--- src/rtl/bootbus_pkg.sv ---
package bootbus_pkg;

    localparam int ADDR_W     = 21;
    localparam int BYTE_W     = 8;
    localparam int WORD_BYTES = 4;
    localparam int WORD_W     = BYTE_W * WORD_BYTES;
    localparam int IDX_W      = $clog2(WORD_BYTES);
    localparam int LO_W       = 8;
    localparam int MID_W      = 3;
    localparam int MODE_W     = 8;
    localparam int HI_W       = ADDR_W - LO_W - MID_W - MODE_W;

    typedef enum logic [1:0] {
        PH_IDLE   = 2'd0,
        PH_SETUP  = 2'd1,
        PH_STROBE = 2'd2,
        PH_HOLD   = 2'd3
    } phase_e;

    typedef enum logic {
        TGT_ROM   = 1'b0,
        TGT_FLASH = 1'b1
    } target_e;

    typedef struct packed {
        logic              write;
        target_e           target;
        logic [IDX_W-1:0]  last_idx;
        logic [ADDR_W-1:0] base;
        logic [WORD_W-1:0] wdata;
    } req_t;

    typedef struct packed {
        logic [HI_W-1:0]   hi;
        logic [MODE_W-1:0] modegrp;
        logic [MID_W-1:0]  mid;
        logic [LO_W-1:0]   lo;
    } addr_pins_t;

    // size code to index of the last byte
    function automatic logic [IDX_W-1:0] size_last(input logic [1:0] sz);
        case (sz)
            2'b00:   return IDX_W'(0);
            2'b01:   return IDX_W'(1);
            default: return IDX_W'(WORD_BYTES - 1);
        endcase
    endfunction

    function automatic addr_pins_t split_addr(input logic [ADDR_W-1:0] a);
        addr_pins_t p;
        p.lo      = a[LO_W-1:0];
        p.mid     = a[LO_W+MID_W-1:LO_W];
        p.modegrp = a[LO_W+MID_W+MODE_W-1:LO_W+MID_W];
        p.hi      = a[ADDR_W-1:LO_W+MID_W+MODE_W];
        return p;
    endfunction

endpackage

--- src/rtl/boot_mode_sampler.sv ---
module boot_mode_sampler #(
    parameter int SETTLE = 6,
    parameter int CODE_W = 8
) (
    input  logic              clk,
    input  logic              rst,
    input  logic [CODE_W-1:0] pins_i,
    output logic [CODE_W-1:0] code_o,
    output logic              valid_o
);
    localparam int CW = $clog2(SETTLE + 1);

    logic [CW-1:0] cnt;

    always_ff @(posedge clk) begin
        if (rst) begin
            cnt     <= '0;
            code_o  <= '0;
            valid_o <= 1'b0;
        end else if (!valid_o) begin
            if (cnt == CW'(SETTLE - 1)) begin
                code_o  <= pins_i;
                valid_o <= 1'b1;
            end else begin
                cnt <= cnt + 1'b1;
            end
        end
    end

    // once captured, the code never moves until reset
    assert_mode_frozen_R8: assert property (@(posedge clk) disable iff (rst)
        valid_o |=> (valid_o && $stable(code_o)));

endmodule

--- src/rtl/byte_cycle_engine.sv ---
module byte_cycle_engine
    import bootbus_pkg::*;
#(
    parameter int CNT_W = 4
) (
    input  logic             clk,
    input  logic             rst,
    input  logic             start,
    input  logic [CNT_W-1:0] t_setup,
    input  logic [CNT_W-1:0] t_strobe,
    input  logic [CNT_W-1:0] t_hold,
    output phase_e           phase_o,
    output logic             strobe_last,
    output logic             byte_last
);
    phase_e           phase;
    logic [CNT_W-1:0] cnt;

    always_ff @(posedge clk) begin
        if (rst) begin
            phase <= PH_IDLE;
            cnt   <= '0;
        end else if (start) begin
            phase <= PH_SETUP;
            cnt   <= t_setup;
        end else begin
            case (phase)
                PH_SETUP: begin
                    if (cnt == '0) begin
                        phase <= PH_STROBE;
                        cnt   <= t_strobe;
                    end else begin
                        cnt <= cnt - 1'b1;
                    end
                end
                PH_STROBE: begin
                    if (cnt == '0) begin
                        phase <= PH_HOLD;
                        cnt   <= t_hold;
                    end else begin
                        cnt <= cnt - 1'b1;
                    end
                end
                PH_HOLD: begin
                    if (cnt == '0) begin
                        phase <= PH_IDLE;
                    end else begin
                        cnt <= cnt - 1'b1;
                    end
                end
                default: phase <= PH_IDLE;
            endcase
        end
    end

    assign phase_o     = phase;
    assign strobe_last = (phase == PH_STROBE) && (cnt == '0);
    assign byte_last   = (phase == PH_HOLD) && (cnt == '0);

    // a strobe window is always entered from the setup part
    assert_strobe_after_setup_R4: assert property (@(posedge clk) disable iff (rst)
        (phase == PH_STROBE && $past(phase) != PH_STROBE) |-> ($past(phase) == PH_SETUP));

    // the hold part always follows a strobe window
    assert_hold_after_strobe_R4: assert property (@(posedge clk) disable iff (rst)
        (phase == PH_HOLD && $past(phase) != PH_HOLD) |-> ($past(phase) == PH_STROBE));

endmodule

--- src/rtl/rom_pin_mapper.sv ---
module rom_pin_mapper
    import bootbus_pkg::*;
(
    input  logic              clk,
    input  logic              rst,
    input  phase_e            phase,
    input  req_t              req,
    input  logic [IDX_W-1:0]  byte_idx,
    output logic [BYTE_W-1:0] d_o,
    output logic              d_oe,
    output logic [LO_W-1:0]   adlo_o,
    output logic [MID_W-1:0]  amid_o,
    output logic [MODE_W-1:0] amode_o,
    output logic [HI_W-1:0]   ahi_o,
    output logic              addr_oe,
    output logic              rom_cs_n,
    output logic              flash_cs_n,
    output logic              rd_n,
    output logic              wr_n
);
    logic              active;
    logic              in_strobe;
    logic [ADDR_W-1:0] cur_addr;
    addr_pins_t        ap;

    assign active    = (phase != PH_IDLE);
    assign in_strobe = (phase == PH_STROBE);
    assign cur_addr  = req.base + ADDR_W'(byte_idx);
    assign ap        = split_addr(cur_addr);

    assign adlo_o  = ap.lo;
    assign amid_o  = ap.mid;
    assign amode_o = ap.modegrp;
    assign ahi_o   = ap.hi;
    assign addr_oe = active;

    assign rom_cs_n   = !(active && req.target == TGT_ROM);
    assign flash_cs_n = !(active && req.target == TGT_FLASH);
    assign rd_n       = !(in_strobe && !req.write);
    assign wr_n       = !(in_strobe && req.write && req.target == TGT_FLASH);
    assign d_oe       = active && req.write && (req.target == TGT_FLASH);
    assign d_o        = req.wdata[{byte_idx, 3'b000} +: BYTE_W];

    // a strobe is never issued without one device selected
    assert_strobe_in_select_R7: assert property (@(posedge clk) disable iff (rst)
        (!rd_n || !wr_n) |-> (rom_cs_n != flash_cs_n));

    // the ROM never sees a write strobe or driven data
    assert_rom_no_write_R7: assert property (@(posedge clk) disable iff (rst)
        !rom_cs_n |-> (wr_n && !d_oe));

    // address pins are driven whenever a device is selected
    assert_addr_driven_R6: assert property (@(posedge clk) disable iff (rst)
        (!rom_cs_n || !flash_cs_n) |-> addr_oe);

endmodule

--- src/rtl/romflash_bus_ctrl.sv ---
module romflash_bus_ctrl
    import bootbus_pkg::*;
#(
    parameter int CNT_W       = 4,
    parameter int MODE_SETTLE = 6
) (
    input  logic              clk,
    input  logic              rst,
    input  logic              req_valid,
    input  logic              req_write,
    input  logic              req_target,
    input  logic [1:0]        req_size,
    input  logic [ADDR_W-1:0] req_addr,
    input  logic [WORD_W-1:0] req_wdata,
    input  logic [CNT_W-1:0]  cfg_setup,
    input  logic [CNT_W-1:0]  cfg_strobe,
    input  logic [CNT_W-1:0]  cfg_hold,
    output logic              busy,
    output logic              done,
    output logic [WORD_W-1:0] rdata,
    output logic              mode_valid,
    output logic [MODE_W-1:0] mode_code,
    output logic [BYTE_W-1:0] pin_d_o,
    input  logic [BYTE_W-1:0] pin_d_i,
    output logic              pin_d_oe,
    output logic [LO_W-1:0]   pin_adlo_o,
    output logic [MID_W-1:0]  pin_amid_o,
    output logic [MODE_W-1:0] pin_amode_o,
    input  logic [MODE_W-1:0] pin_amode_i,
    output logic [HI_W-1:0]   pin_ahi_o,
    output logic              pin_addr_oe,
    output logic              pin_rom_cs_n,
    output logic              pin_flash_cs_n,
    output logic              pin_rd_n,
    output logic              pin_wr_n
);
    req_t              req_q;
    logic [CNT_W-1:0]  t_setup_q, t_strobe_q, t_hold_q;
    logic [IDX_W-1:0]  byte_idx;
    logic              run_q;
    logic              done_q;
    logic [WORD_W-1:0] rdata_q;
    logic              accept;
    logic              final_byte;
    logic              start;
    phase_e            phase;
    logic              strobe_last;
    logic              byte_last;

    boot_mode_sampler #(
        .SETTLE (MODE_SETTLE),
        .CODE_W (MODE_W)
    ) u_mode (
        .clk     (clk),
        .rst     (rst),
        .pins_i  (pin_amode_i),
        .code_o  (mode_code),
        .valid_o (mode_valid)
    );

    assign busy       = !mode_valid || run_q;
    assign accept     = req_valid && !busy;
    assign final_byte = (byte_idx == req_q.last_idx);
    assign start      = accept || (byte_last && !final_byte);

    byte_cycle_engine #(
        .CNT_W (CNT_W)
    ) u_engine (
        .clk         (clk),
        .rst         (rst),
        .start       (start),
        .t_setup     (accept ? cfg_setup  : t_setup_q),
        .t_strobe    (t_strobe_q),
        .t_hold      (t_hold_q),
        .phase_o     (phase),
        .strobe_last (strobe_last),
        .byte_last   (byte_last)
    );

    always_ff @(posedge clk) begin
        if (rst) begin
            req_q      <= '0;
            t_setup_q  <= '0;
            t_strobe_q <= '0;
            t_hold_q   <= '0;
            byte_idx   <= '0;
            run_q      <= 1'b0;
            done_q     <= 1'b0;
            rdata_q    <= '0;
        end else begin
            done_q <= 1'b0;
            if (accept) begin
                req_q.write    <= req_write;
                req_q.target   <= target_e'(req_target);
                req_q.last_idx <= size_last(req_size);
                req_q.base     <= req_addr;
                req_q.wdata    <= req_wdata;
                t_setup_q      <= cfg_setup;
                t_strobe_q     <= cfg_strobe;
                t_hold_q       <= cfg_hold;
                byte_idx       <= '0;
                run_q          <= 1'b1;
                rdata_q        <= '0;
            end else if (run_q) begin
                if (strobe_last && !req_q.write) begin
                    rdata_q[{byte_idx, 3'b000} +: BYTE_W] <= pin_d_i;
                end
                if (byte_last) begin
                    if (final_byte) begin
                        run_q  <= 1'b0;
                        done_q <= 1'b1;
                    end else begin
                        byte_idx <= byte_idx + 1'b1;
                    end
                end
            end
        end
    end

    assign done  = done_q;
    assign rdata = rdata_q;

    rom_pin_mapper u_pins (
        .clk        (clk),
        .rst        (rst),
        .phase      (phase),
        .req        (req_q),
        .byte_idx   (byte_idx),
        .d_o        (pin_d_o),
        .d_oe       (pin_d_oe),
        .adlo_o     (pin_adlo_o),
        .amid_o     (pin_amid_o),
        .amode_o    (pin_amode_o),
        .ahi_o      (pin_ahi_o),
        .addr_oe    (pin_addr_oe),
        .rom_cs_n   (pin_rom_cs_n),
        .flash_cs_n (pin_flash_cs_n),
        .rd_n       (pin_rd_n),
        .wr_n       (pin_wr_n)
    );

    // no bus activity before the mode code is in
    assert_quiet_before_mode_R9: assert property (@(posedge clk) disable iff (rst)
        !mode_valid |-> (phase == PH_IDLE && !pin_addr_oe));

    // completion is a single-cycle pulse
    assert_done_single_R3: assert property (@(posedge clk) disable iff (rst)
        done |=> !done);

    // the engine is idle whenever completion is reported
    assert_done_idle_R3: assert property (@(posedge clk) disable iff (rst)
        done |-> (phase == PH_IDLE));

endmodule

--- config.mk ---
export PLATFORM = sky130hd
export DESIGN_NAME = romflash_bus_ctrl
export DESIGN_NICKNAME = d
export VERILOG_FILES = /design/src/rtl/bootbus_pkg.sv /design/src/rtl/boot_mode_sampler.sv /design/src/rtl/byte_cycle_engine.sv /design/src/rtl/rom_pin_mapper.sv /design/src/rtl/romflash_bus_ctrl.sv
export SDC_FILE = /design/constraint.sdc
export NUM_CORES = 1
export LEC_CHECK = 0
export ABC_AREA = 1
export BUFFER_PORTS_ARGS = -buffer_cell sky130_fd_sc_hd__clkbuf_2
export CAP_MARGIN = 40
export CORE_MARGIN = 5
export CORE_UTILIZATION = 50
export DETAILED_ROUTE_END_ITERATION = 10
export GPL_TIMING_DRIVEN = 1
export HOLD_SLACK_MARGIN = 0.08
export PLACE_DENSITY = 0.77
export SETUP_SLACK_MARGIN = 0.15
export SLEW_MARGIN = 40
export SYNTH_ARGS = -nofsm -noshare
export SYNTH_HDL_FRONTEND = slang
export SYNTH_SLANG_ARGS = --single-unit
--- constraint.sdc ---
create_clock -name clk -period 2.76 [get_ports clk]
set_input_delay 0.414 -clock clk [delete_from_list [all_inputs] [get_ports clk]]
set_output_delay 0.414 -clock clk [all_outputs]
set_load 0.1 [all_outputs]
**Word level (Yosys, flattened, before mapping)**

Index checks and enable logic that the tools add are counted.

- Register bits: 123
- Bits of input ports: 88
- Word-level logic and storage cells: 101

- $add $sub $neg: 5
- Equal/unequal tests: 13
- Shift-type cells: 3
- Muxes and demuxes: 20
- Bitwise operators: 6
- Reduce and logical (&&, ||, !) cells: 36

Operator list:

| cell | number |
|---|---|
| bitwise mux 32 bit | 1 |
| variable shift 8 x 7 -> 32 bit, first input constant | 1 |
| variable part select 32 x 6 -> 8 bit | 1 |
| variable part select 8 x 7 -> 32 bit | 1 |
| adder 21 x 2 -> 21 bit | 1 |
| 2-to-1 mux 4 bit | 5 |
| logical AND 1 bit | 12 |
| case mux 4 bit (3 select lines) | 1 |
| AND reduction 3 bit | 3 |
| zero test 1 bit | 8 |
| 2-to-1 mux 1 bit | 8 |
| AND reduction 2 bit | 4 |
| negator 5 -> 7 bit | 1 |
| 2-to-1 mux 2 bit | 3 |
| != test 3 x 2 -> 1 bit, second input constant | 2 |
| != test 3 bit, second input constant | 2 |
| inverter 1 bit | 6 |
| case mux 2 bit (3 select lines) | 1 |
| == test 2 x 1 -> 1 bit, second input constant | 2 |
| == test 2 bit, second input constant | 2 |
| zero test 4 bit | 1 |
| != test 2 x 1 -> 1 bit, second input constant | 2 |
| case mux 2 bit (2 select lines) | 1 |
| nonzero test 4 bit | 1 |
| 11 further kinds | 13 |

**Longest topological paths before layout**

Gate-level depths: netlist (run 1).

- Word-level depth: 7
- Mapped depth: 12

**By module**

From an unflattened synthesis (run 1), not the netlist that was laid out.

- Cell total of the unflattened synthesis: 859
- Area, all modules: 5923.2 um^2

By module, submodules not included:

| module | times used | cells an instance | area each (um^2) | sequential area each (um^2) |
|---|---|---|---|---|
| romflash_bus_ctrl | 1 | 546 | 4086.4 | 2102.0 |
| rom_pin_mapper | 1 | 151 | 774.5 | 0.0 |
| boot_mode_sampler | 1 | 78 | 541.8 | 240.2 |
| byte_cycle_engine | 1 | 84 | 520.5 | 120.1 |

**Least setup slack after synthesis (run 1)**

No wires, ideal clock.

- Path type: reg-to-output
- Start: reg u_engine.phase[0] (netlist: u_engine.phase_o[0])
- End: out pin_d_oe
- Arrival: 3581 ps
- Slack: -1235 ps
- Cell stages (with the launch flop): 6
- Cell sequence: dfxtp_1 > inv_1 > ha_1 > inv_1 > nand2_1 > nor2_1

- Word-level cells in the longest chain between the ends: 3

RTL lines:

| item | line | source |
|---|---|---|
| start: declaration | byte_cycle_engine.sv:16 | `phase_e phase;` |
| start signal: assignment | byte_cycle_engine.sv:21 | `phase <= PH_IDLE;` |
| start signal: assignment | byte_cycle_engine.sv:24 | `phase <= PH_SETUP;` |
| start signal: assignment | byte_cycle_engine.sv:30 | `phase <= PH_STROBE;` |
| nonzero test 2 bit | rom_pin_mapper.sv:26 | `assign active = (phase != PH_IDLE);` |
| named net pin_addr_oe | romflash_bus_ctrl.sv:31 | `output logic pin_addr_oe,` |
| logical AND 1 bit (2 in a row) | rom_pin_mapper.sv:41 | `assign d_oe = active && req.write && (req.target == TGT_FLASH);` |
| end: declaration | romflash_bus_ctrl.sv:25 | `output logic pin_d_oe,` |

The timed path passes the listed nets, and every way through them passes these cells.

**Worst setup path in the final report (run 1)**

- Start: reg req_q[32] (netlist name)
- End: out pin_amode_o[7]

- Word-level cells in the longest chain between the ends: 1

RTL lines:

| item | line | source |
|---|---|---|
| start: declaration | romflash_bus_ctrl.sv:37 | `req_t req_q;` |
| adder 21 x 2 -> 21 bit | rom_pin_mapper.sv:28 | `assign cur_addr = req.base + ADDR_W'(byte_idx);` |
| end: declaration | romflash_bus_ctrl.sv:28 | `output logic [MODE_W-1:0] pin_amode_o,` |

No other way between the ends.

==> flow_summary.toml, run 1 <==
[grt]
met2_usage_pct = 38.6
top_usage_layer = "met2"
grt_max_degree = 54
grt_pass1_wl_mm = 25.3
use_met3_pct = 5.70
antenna_found_initial = 0
track_usage_pct = 23.8
grt_pass1_vias = 5343
met1_usage_pct = 30.1
overflow = 0

[yosys]
ys_async_sr_fraction_pct = 0
synth.most_common_cell = "nand2_1"
netlist_top_cells_count = "nand2_1 (149), dfxtp_1 (123), o21ai_0 (100)"
synth.yosys.seq_area_share_pct = 43.7
synth-main-ff-cell = "dfxtp_1"
ys_seq_elements = 123
synth_cell_types = 35
synthCells = 770
netlist_top_cells_area = "dfxtp_1 (44%), nand2_1 (9.9%), o21ai_0 (8.9%)"
synth_top_area_share_pct = 43.7
synth_top_area_cell = "dfxtp_1"
syn_area_um2 = 5630
synth_area_per_cell_um2 = 7.32
synth_warnings = 0
syn-num-nets = 873
synth-edff-count = 0

[final_layout]
n_antenna_cell = 0
fin_nets = 1040
fillerInstances = 860
instances_no_fill = 1089
area_delta_synth_final_pct = 41.5
final_util_pct = 72.9
drive_above_1_share_pct = 29.9
design_area_um2 = 7970

[setup_path]
critPathKind = "reg2out"
ff2ff_path_depth = 8
cp.arrival_ns = 2.51
worstPathMaxFanout = 4
crit_path_start = "req_q[32]$_SDFFE_PP0P_"
required_ns = 2.35
timing.rr.start = "byte_idx[0]$_SDFFE_PP0P_"
cp-start-kind = "flip-flop"
reg2reg_slack_ns = 0.57
end_kind = "primary output"
reg2reg_to = "rdata[29]$_SDFFE_PP0P_"

[power_and_ir_drop]
peakVddDrop_v = 0.000502
powerDensity_nw_per_um2 = 552
p_leak_nw = 3.34

[floorplanning]
core_um2 = 10900
die_w_um = 116
fp.dieArea_um2 = 13500
die_y_um = 116
rows = 38
ios = 166
start_util_pct = 51.5

[placed_design]
dpl_cell_area_um2 = 7240
placedCellCount = 1050
dp_hpwl_mm = 11.4
place_congestion = 0.877
portBuffers = 165

[drt]
drtIter0Drc = 365
wire_per_inst_um = 14.5
dr.pass1.iters = 5
num_vias = 5709
final_antenna_net_count = 0
via_per_inst = 5.24
routed_wl_mm = 15.8
drc_errors = 0

[worst_hold_path]
hold_start = "req_wdata[17]"
holdCritPathClass = "in2reg"
holdPathStages = 3
hold_end = "req_q[17]$_SDFFE_PP0P_"

[timing]
hold_viol = 0
period_share_pct = 106
relSlewSlack_pct = 61.8
fin_ws_ns = -0.159
drv_slew = 0
period_needed_ns = 2.92
skew_ns = 0.00479
setup_tns_ns = -0.856
finalSetupViolCount = 10
finalHoldWorstSlack_ns = 0.220
worst_pin_slew_ns = 0.575
rsz0062_at_grt = "yes"
clock.fmax_ghz = 0.343

[cts]
cts_buffers = 17
cts_buffer_depth = 2
clkTransAtPathRegs_ns = 0.05
htreeDepth = 4
cts_tree = "yes"
insertion_delay_ns = 0.42
clock_tree.root_cell = "clkbuf_16"
numClockSinks = 123
holdBufCountCts = 0

[run_status]
violations = "setup timing"
outcome = "finished, violations left"

[job]
maxCapViolCount = 0
[logic make-up after synthesis]
logic type | share of synthesized area (%)
AND/OR/NAND/NOR | 22.9
AO/OA/AOI/OAI | 19.1
flip-flops | 43.7
buffers and inverters | 7.64
XOR/XNOR | 2.95
adder cells (fa/ha/maj) | 3.46
multiplexers | 0.178
[cells in the final DEF (no fill, tap or decap), types with 3 or more instances in the layout]
master / synthesis / routed
clkbuf_8: 0 / 5
buf_12: 0 / 20
buf_4: 0 / 23
clkbuf_2: 2 / 142
nand4_1: 10 / 10
ha_1: 14 / 13
o22ai_1: 12 / 4
dfxtp_1: 123 / 120
o21ai_0: 100 / 100
xor2_4: 0 / 10
nand2_2: 1 / 4
dfxtp_2: 0 / 3
nand3_1: 35 / 30
clkinv_2: 0 / 4
inv_2: 5 / 6
o22ai_2: 0 / 8
nor3_1: 8 / 7
nor2_4: 4 / 10
a21oi_1: 83 / 81
clkbuf_16: 0 / 17
nand2_1: 149 / 145
xor2_2: 0 / 4
inv_1: 57 / 55
nor2_1: 87 / 80
nand3_4: 0 / 5
nor2_2: 2 / 3
a211oi_1: 7 / 7
[critical path: stages, from the launching register on]
cell,delay [ns]
dfxtp_2,0.35
ha_4,0.13
inv_2,0.04
fa_2,0.34
nand3b_1,0.22
nor2_4,0.17
nand3_4,0.10
nor2_4,0.23
nand3_4,0.13
xor2_4,0.18
buf_12,0.19
[final cells by class]
type | instances | area [um2] | share of cell area (%)
multi-input cells | 544 | 3180 | 39.9
clock inverters | 7 | 87.6 | 1.10
clock buffers | 24 | 502 | 6.29
inverters | 62 | 235 | 2.95
repair buffers | 189 | 1320 | 16.6
flip-flops and latches | 123 | 2470 | 30.9
well taps | 140 | 175 | 2.20
[repair_timing]
| item | CTS | global route |
|---|---|---|
| pin swaps | 13 | 4 |
| gates cloned | 0 | 0 |
| resized for setup | 16 | 6 |
| setup buffers | 6 | 2 |
| endpoints found under the setup margin | 15 | 23 |
[where the power goes]
group	switching, mW	internal [mW]	total [mW]
Clock	0.757	1.44	2.19
Combinational	0.255	0.125	0.380
Sequential	0.0202	1.81	1.83
Total	1.03	3.37	4.40
[sequential cells by signal, summed over array words and instances, names as in the netlist]
signal / count
t_hold_q: 4
run_q: 1
u_engine.phase_o: 2
rdata: 32
u_engine.cnt: 4
u_mode.valid_o: 1
req_q: 57
u_mode.cnt: 3
u_mode.code_o: 8
byte_idx: 2
done: 1
t_setup_q: 4
t_strobe_q: 4
[worst max-delay path by stage]
stage / end / slack (ns) / cells past startpoint
final: pin_amode_o[7] / -0.16 / 10
after global routing: pin_amode_o[7] / -0.27 / 10
after CTS: pin_amode_o[7] / -0.17 / 10
after detailed placement: pin_amode_o[7] / -0.003 / 10
after global placement: pin_amode_o[7] / 0.09 / 10
after floorplan: pin_amid_o[1] / -0.39 / 5
[layer usage]
metal	vias up	part of all wire (%)
met5	-	0
met3	36	5.6
met1	2616	44
met4	0	2.6
met2	189	48
li1	2868	-
[stage by stage]
stage,worst slack [ns],total power [mW]
after detailed placement,-0.00297,2.24
after global routing,-0.270,4.55
after global placement,0.0885,2.23
after CTS,-0.175,4.42
final,-0.159,4.40
after floorplan,-0.389,2.10
Note: power is estimated with default switching activity, not from simulation.
==> run 2: changes to the inputs <==
--- a/config.mk
+++ b/config.mk
@@ -9,11 +9,12 @@
 export BUFFER_PORTS_ARGS = -buffer_cell sky130_fd_sc_hd__clkbuf_2
 export CAP_MARGIN = 40
 export CORE_MARGIN = 5
-export CORE_UTILIZATION = 50
+export CORE_UTILIZATION = 41
+export CTS_BUF_LIST = sky130_fd_sc_hd__clkbuf_16
 export DETAILED_ROUTE_END_ITERATION = 10
 export GPL_TIMING_DRIVEN = 1
 export HOLD_SLACK_MARGIN = 0.08
-export PLACE_DENSITY = 0.77
+export PLACE_DENSITY = 0.65
 export SETUP_SLACK_MARGIN = 0.15
 export SLEW_MARGIN = 40
 export SYNTH_ARGS = -nofsm -noshare
==> flow_summary.toml, run 2 (synthesized netlist as in run 1, its figures left out) <==
[setup_path]
end_kind = "primary output"
reg2reg_slack_ns = 0.50
reg2reg_to = "rdata[10]$_SDFFE_PP0P_"
cp-start-kind = "flip-flop"
ff2ff_path_depth = 8
slowest_delay_ns = 0.35
path_cells = "ha_4 -> inv_2 -> fa_2 -> nand3b_1 -> nor2_4 -> nand3_4 -> nor2_4 -> nand3_4 -> xor2_4 -> buf_12"
crit_slowest_cell = "dfxtp_2"
cp.arrival_ns = 2.52
worstPathMaxFanout = 4
required_ns = 2.35
critPathKind = "reg2out"
timing.rr.start = "byte_idx[0]$_SDFFE_PP0P_"

[placed_design]
portBuffers = 165
dpl_cell_area_um2 = 7290
place_congestion = 0.839
dp_slack_ns = 0.0892
dp_hpwl_mm = 11.6

[final_layout]
regMostFlops = "req_q"
layout_common_cells = "nand2_1 (145), clkbuf_2 (142), dfxtp_1 (120)"
layout_commonest_cell = "nand2_1"
n_antenna_cell = 0
largest_register_ffs = 57
fin_nets = 1043
area_delta_synth_final_pct = 42.8
fillerInstances = 1248
drive_above_1_share_pct = 29.9
design_area_um2 = 8050

[timing]
rsz0062_at_grt = "yes"
finalSetupViolCount = 8
setup_tns_ns = -0.916
hold_viol = 0
clock.fmax_ghz = 0.341
skew_ns = 0.00640
relSlewSlack_pct = 59.3
period_share_pct = 106
period_needed_ns = 2.94
drv_slew = 0
worst_pin_slew_ns = 0.610
fin_ws_ns = -0.175

[power_and_ir_drop]
peakVddDrop_v = 0.000412
powerDensity_nw_per_um2 = 547
p_sw_share_pct = 24.4
p_leak_nw = 3.37
p_int_mw = 3.33
p_switching_mw = 1.08
p_clk_share_pct = 50.0
seqPwrFrac_pct = 41.5
p_comb_share_pct = 8.6

[drt]
dr.pass1.iters = 5
drc_errors = 0
num_vias = 5682
final_antenna_net_count = 0
drtIter0Drc = 327
via_per_inst = 5.03
wire_per_inst_um = 14.4
routed_wl_mm = 16.2

[run_status]
violations = "setup timing"
outcome = "finished, violations left"

[grt]
top_usage_layer = "met2"
grt_pass1_vias = 5416
grt_max_degree = 65
use_met3_pct = 5.34
antenna_found_initial = 0
track_usage_pct = 19.9
met1_usage_pct = 26.1
met2_usage_pct = 32.0
grt_pass1_wl_mm = 26.0
overflow = 0

[worst_hold_path]
hold_end = "u_mode.code_o[5]$_SDFFE_PP0P_"
holdPathStages = 3
holdCritPathClass = "in2reg"
hold_start = "pin_amode_i[5]"

[job]
maxCapViolCount = 0

[cts]
cts_buffers = 17
clkTransAtPathRegs_ns = 0.06
clock_tree.root_cell = "clkbuf_16"
cts_buffer_depth = 2
insertion_delay_ns = 0.41
cts_tree = "yes"
numClockSinks = 123
htreeDepth = 4

[floorplanning]
die_y_um = 127
ios = 166
die_w_um = 127
core_um2 = 13300
fp.dieArea_um2 = 16200
start_util_pct = 42.2
rows = 42
[run 2: what timing repair did]
item / 4_1_cts / 5_1_grt
cloned: 0 / 0
gates resized for setup: 14 / 15
pin swaps: 17 / 6
setup buffers: 4 / 5
hold buffers: 0 / 0
setup endpoints to repair: 13 / 22
[run 2: stage by stage]
step                hold WS [ns]  utilization [%]  std cells  power [mW]
global route               0.209             60.3       1129        4.57
floorplan                  0.425                -        770        2.10
global placement           0.447             54.6       1088        2.24
detailed placement         0.453             54.6       1088        2.24
finish                     0.222             60.3       1129        4.41
CTS                        0.205             59.7       1124        4.44
[run 2: critical path, delay by kind of cell (launching register included)]
| family | cells | cell delay (ns) |
|---|---|---|
| DFF | 1 | 0.35 |
| xor gates and xnor gates | 1 | 0.17 |
| adders and majority gates | 2 | 0.49 |
| and+or+nand+nor | 5 | 0.86 |
| buffers and inverters | 2 | 0.23 |
[run 2: how the worst max path moves through the flow]
| stage | start | endpoint | slack [ns] | depth (start not counted) |
|---|---|---|---|---|
| after floorplan | byte_idx[1]$_SDFFE_PP0P_ | pin_amid_o[1] | -0.39 | 5 |
| after global placement | req_q[32]$_SDFFE_PP0P_ | pin_ahi_o[1] | 0.1 | 10 |
| after detailed placement | req_q[32]$_SDFFE_PP0P_ | pin_ahi_o[1] | 0.09 | 10 |
| after CTS | byte_idx[0]$_SDFFE_PP0P_ | pin_ahi_o[1] | -0.17 | 10 |
| after global routing | byte_idx[0]$_SDFFE_PP0P_ | pin_ahi_o[1] | -0.30 | 10 |
| final | byte_idx[0]$_SDFFE_PP0P_ | pin_ahi_o[1] | -0.18 | 10 |
[run 2: routing by layer]
layer	routed length, um	vias to the layer above
li1	-	2887
met1	7340	2598
met2	7670	175
met3	976	22
met4	233	0
met5	0	-
[run 2: layout make-up]
class                   count  area, um2  share of cell area (%)
clock buffers              17        425                    5.29
clock inverters            15        159                    1.97
inverters                  62        235                    2.92
multi-input cells         544       3190                    39.7
flip-flops and latches    123       2470                    30.6
well taps                 176        220                    2.74
repair buffers            192       1350                    16.8
[run 2: power by group through the flow]
stage               Combinational [mW]  Clock (mW)  Sequential [mW]
floorplan                        0.210           0             1.89
global placement                 0.375           0             1.86
detailed placement               0.376           0             1.86
CTS                              0.379        2.24             1.83
global route                     0.413        2.33             1.83
finish                           0.378        2.20             1.83
